<file path="config.mk">
export PLATFORM = sky130hd
export DESIGN_NAME = dmp_prescaler
export DESIGN_NICKNAME = d
export VERILOG_FILES = /design/src/rtl/dmp_pkg.sv /design/src/rtl/dmp_step.sv /design/src/rtl/dmp_mark.sv /design/src/rtl/dmp_prescaler.sv
export SDC_FILE = /design/constraint.sdc
export NUM_CORES = 1
export LEC_CHECK = 0
export CAP_MARGIN = 20
export CORE_AREA = 5 5 42 44
export DETAILED_ROUTE_END_ITERATION = 10
export DIE_AREA = 0 0 47 49
export PLACE_DENSITY = 0.43
export SLEW_MARGIN = 30
export SYNTH_ARGS = -nofsm -noshare
export SYNTH_HDL_FRONTEND = slang
export SYNTH_SLANG_ARGS = --single-unit
</file>
<file path="constraint.sdc">
create_clock -name clk -period 1.6 [get_ports clk]
set_input_delay 0.24 -clock clk [delete_from_list [all_inputs] [get_ports clk]]
set_output_delay 0.24 -clock clk [all_outputs]
set_load 0.01 [all_outputs]
</file>
<file path="src/rtl/dmp_pkg.sv">
package dmp_pkg;
  typedef enum logic {MOD_FULL = 1'b0, MOD_SHORT = 1'b1} mod_e;

  // Pass length in input cycles for a counter of w bits
  function automatic int unsigned pass_len(input int unsigned w, input logic short_mode);
    return (32'd1 << w) - (short_mode ? 32'd1 : 32'd0);
  endfunction

  // Re-entry state after the wrap: zero, or one when zero is skipped
  function automatic logic wrap_entry_lsb(input mod_e m);
    return (m == MOD_SHORT);
  endfunction
endpackage

</file>
<file path="src/rtl/dmp_step.sv">
module dmp_step #(
  parameter int unsigned PH_W = 4
) (
  input  logic            clk,
  input  logic            rst,
  input  logic            short_sel,
  output logic [PH_W-1:0] phase,
  output logic            at_wrap
);
  import dmp_pkg::*;
  localparam logic [PH_W-1:0] LAST = '1;
  localparam logic [PH_W-1:0] ONE  = {{(PH_W-1){1'b0}}, 1'b1};

  logic [PH_W-1:0] phase_nxt;
  logic [PH_W-1:0] incr;
  mod_e            mode;

  assign mode    = short_sel ? MOD_SHORT : MOD_FULL;
  assign at_wrap = (phase == LAST);
  assign incr    = phase + ONE;

  always_comb begin
    if (at_wrap) begin
      phase_nxt = '0;
      phase_nxt[0] = wrap_entry_lsb(mode);
    end else begin
      phase_nxt = incr;
    end
  end

  always_ff @(posedge clk) begin
    if (rst) phase <= '0;
    else     phase <= phase_nxt;
  end


  reset_zero_chk: assert property (@(posedge clk) rst |=> phase == '0);

  count_step_chk: assert property (@(posedge clk) disable iff (rst)
    !at_wrap |=> phase == $past(phase) + ONE);

  full_wrap_chk: assert property (@(posedge clk) disable iff (rst)
    (at_wrap && !short_sel) |=> phase == '0);

  zero_skip_chk: assert property (@(posedge clk) disable iff (rst)
    (at_wrap && short_sel) |=> phase == ONE);
endmodule

</file>
<file path="src/rtl/dmp_mark.sv">
module dmp_mark (
  input  logic clk,
  input  logic rst,
  input  logic at_wrap,
  output logic tick
);
  always_ff @(posedge clk) begin
    if (rst) tick <= 1'b0;
    else     tick <= at_wrap;
  end


  tick_width_chk: assert property (@(posedge clk) disable iff (rst) tick |=> !tick);

  tick_source_chk: assert property (@(posedge clk) disable iff (rst) at_wrap |=> tick);

  reset_tick_chk: assert property (@(posedge clk) rst |=> !tick);
endmodule

</file>
<file path="src/rtl/dmp_prescaler.sv">
module dmp_prescaler #(
  parameter int unsigned PH_W = 4
) (
  input  logic            clk,
  input  logic            rst,
  input  logic            mod_short,
  output logic            tick,
  output logic            slow_clk,
  output logic [PH_W-1:0] phase
);
  logic wrap_evt;

  dmp_step #(.PH_W(PH_W)) u_step (
    .clk(clk), .rst(rst), .short_sel(mod_short),
    .phase(phase), .at_wrap(wrap_evt)
  );

  dmp_mark u_mark (
    .clk(clk), .rst(rst), .at_wrap(wrap_evt), .tick(tick)
  );

  assign slow_clk = phase[PH_W-1];


  slow_rise_chk: assert property (@(posedge clk) disable iff (rst)
    $rose(slow_clk) |-> !tick);
endmodule

</file>
==> metrics.md <==
| Metric | Value |
|---|---|
| Status | completed |
| Initial antenna violation count | 0 |
| CP Launch Point | u_step.phase[2]$_SDFF_PP0_ |
| WL/cell | 9.72 um |
| RSZ-0062 raised after global routing | false |
| P_leak | 0.000113 uW |
| Share of layout cells above drive strength 1 | about 17% |
| Mean Syn Cell Area | 10.3 um2 |
| WP data arrival | roughly 1.2 ns |
| Yosys cell types | 12 |
| Detailed Place HPWL | 314 um |
| Layout Nets | 35 |
| Main synth FF type | dfxtp_1 |
| HP Class | register to register |
| Clk buf depth | 2 |
| Post-CTS setup buffer count | 0 |
| Mapped Area | roughly 200 um2 |
| Synth top area share | 51.3% |
| Final setup viols | 0 |
| Worst path required time | 1.36 ns |
| Clock Sinks | 5 |
| Io pins | 9 |
| PD cells | 1040 nW/um2 |
| Worst Path Class, Setup | register to output port |
| Vias | 181 |
| Max-Cap Viols | 0 |
| Pre-Repair DR Iteration Count | 2 |
| Crit Path Max Fanout | 5 |
| Hold_buf cts | 0 |
| Post-synth EDFFs | 0 |
| Area contributors post-synth | dfxtp_1 (51%), ha_1 (6.4%), nor2_1 (5.8%) |
| Final worst path period need | 1.48 ns |
| # fillers | 160 |
| Synth-to-Final Area Change | 60.9% |
| Peak VDD IR | 0.000336 V |
| Worst-Margin Slew | 0.202 ns |
| Wire length of the first global-routing pass | 745 um |
| Register area share after synthesis | 51.3% |
| Root Driver | clkbuf_4 |
| CP delay by family, top | buffers and inverters |
| Top-count cell post-synth | dfxtp_1 |
| Setup TNS | 0 ns |
| Post-cts resize count | 0 |
| Vias per cell | 3.93 |
| Startpoint types | register |
| Die ar. | 2300 um2 |
| YS warnings | 0 |
| Ant diodes | 0 |
| Max Clk Rate | about 670 MHz |
| Commonest cells post-synth | dfxtp_1 (5), nor2_1 (3), a21oi_1 (2) |
| FF+latch count, synth | 5 |
| Buf+Inv Stages, Crit Path | 1 |
| Vias in the first global route | 199 |
| Synth Instances | 19 |
| Total congestion overflow | 0 |
| H-tree depth | 1 |
| Final Cycle Share | 92.8% |
| Relative slew slack | between 80 and 90% |
| Routed Antenna Nets | 0 |
| Area leader, netlist | dfxtp_1 |
| Die width | 47 um |
| WL final | approximately 450 um |
| Syn_nets | 23 |
| Number of core rows | 14 |
| Final clock skew | 0.00456 ns |
| Core area | 1400 um2 |
| Initial drt markers | 9 |
| Post-synth ARST share | 0% |
| Placer Congestion | 0.645 |
| Final Hold Vio Count | 0 |
| Gr usage total | 5.22% |
| Total CTS buffers | 3 |
| DRC | 0 |
| Pin count of the biggest net entering global routing | 6 |
| Worst Setup End Kind | output port |
| CTS tree | yes |
| Min-delay src | u_step.phase[1]$_SDFF_PP0_ |
| CP max stage delay | 0.57 ns |
| Port Buffers | 8 |
| Clk_lat worst skew | 0.25 ns |
| Clock slew at reported path FFs | about 0.050 ns |
| Final core occ | 22.4% |
| Starting density of the core | between 10 and 15% |
| Slowest CP cell | clkdlybuf4s50_1 |
| CP Cell Sequence | clkdlybuf4s50_1 |
| Crit Reg-Reg Startpoint | u_step.phase[0]$_SDFF_PP0_ |
| Final Max Slew Viols | 0 |
| Die height | 49 um |
==> cell usage in the layout (no fill, tap or decap) <==
master / instances
nor2_1: 3
ha_1: 1
xnor2_1: 1
o21ai_0: 1
a21oi_1: 2
a211oi_1: 1
clkbuf_4: 3
clkdlybuf4s50_1: 8
nand3_2: 1
nand4b_1: 1
clkbuf_1: 1
dfxtp_1: 5
and3b_2: 1
inv_1: 1
==> power by group <==
group / total, uW / leakage (uW) / switching [uW] / internal, uW
combinational: 34.9 / 0.0000575 / 12.7 / 22.2
clock: 152 / 0.0000150 / 57.4 / 94.7
sequential: 140 / 0.0000409 / 8.25 / 132
==> cell families after synthesis <==
kind of cell / Yosys count / share of synthesized area, %
xor gates and xnor gates: 1 / 4.49
and+or+nand+nor: 6 / 20.5
adders and majority gates: 1 / 6.41
buffers and inverters: 2 / 5.77
AOI/OAI and AO/OA: 4 / 11.5
DFF: 5 / 51.3
==> through the flow <==
stage                     instance area [um2]  power, uW  hold WS, ns  setup WS [ns]  instances
after floorplan                           195        155        0.309          0.537         19
after global placement                    288        176        0.508          0.411         42
after detailed placement                  288        177        0.523          0.378         42
after CTS                                 314        331        0.535          0.106         46
after global routing                      314        352        0.564         0.0708         46
final                                     314        327        0.534          0.116         46
==> final cells by class <==
cell class	count	area, um2	share of cell area [%]
Multi-Input combinational cell	12	83.8	26.7
Sequential cell	5	100	31.9
Inverter	1	3.75	1.20
Tap cell	16	20.0	6.37
Clock buffer	4	26.3	8.37
Timing Repair Buffer	8	80.1	25.5
==> registers in the layout, summed over array words and instances (netlist names) <==
register and count:
u_step.phase 4, u_mark.tick 1
==> layer usage <==
| metal | track usage, % | wire length [um] |
|---|---|---|
| met3 | 7.38 | 80 |
| met1 | 4.64 | 218 |
| met5 | 0 | 0 |
| met2 | 6.11 | 133 |
| met4 | 2.76 | 14 |
==> path summary, 6_finish.rpt <==
check / slack (ns) / cells after the start / endpoint
hold / removal: 0.53 / 2 / u_step.phase[3]$_SDFF_PP0_
setup / recovery: 0.12 / 1 / phase[2]
setup reg to reg: 0.52 / 3 / u_step.phase[1]$_SDFF_PP0_
hold reg to reg: 0.53 / 2 / u_step.phase[3]$_SDFF_PP0_
Note: power is estimated with default switching activity, not from simulation.
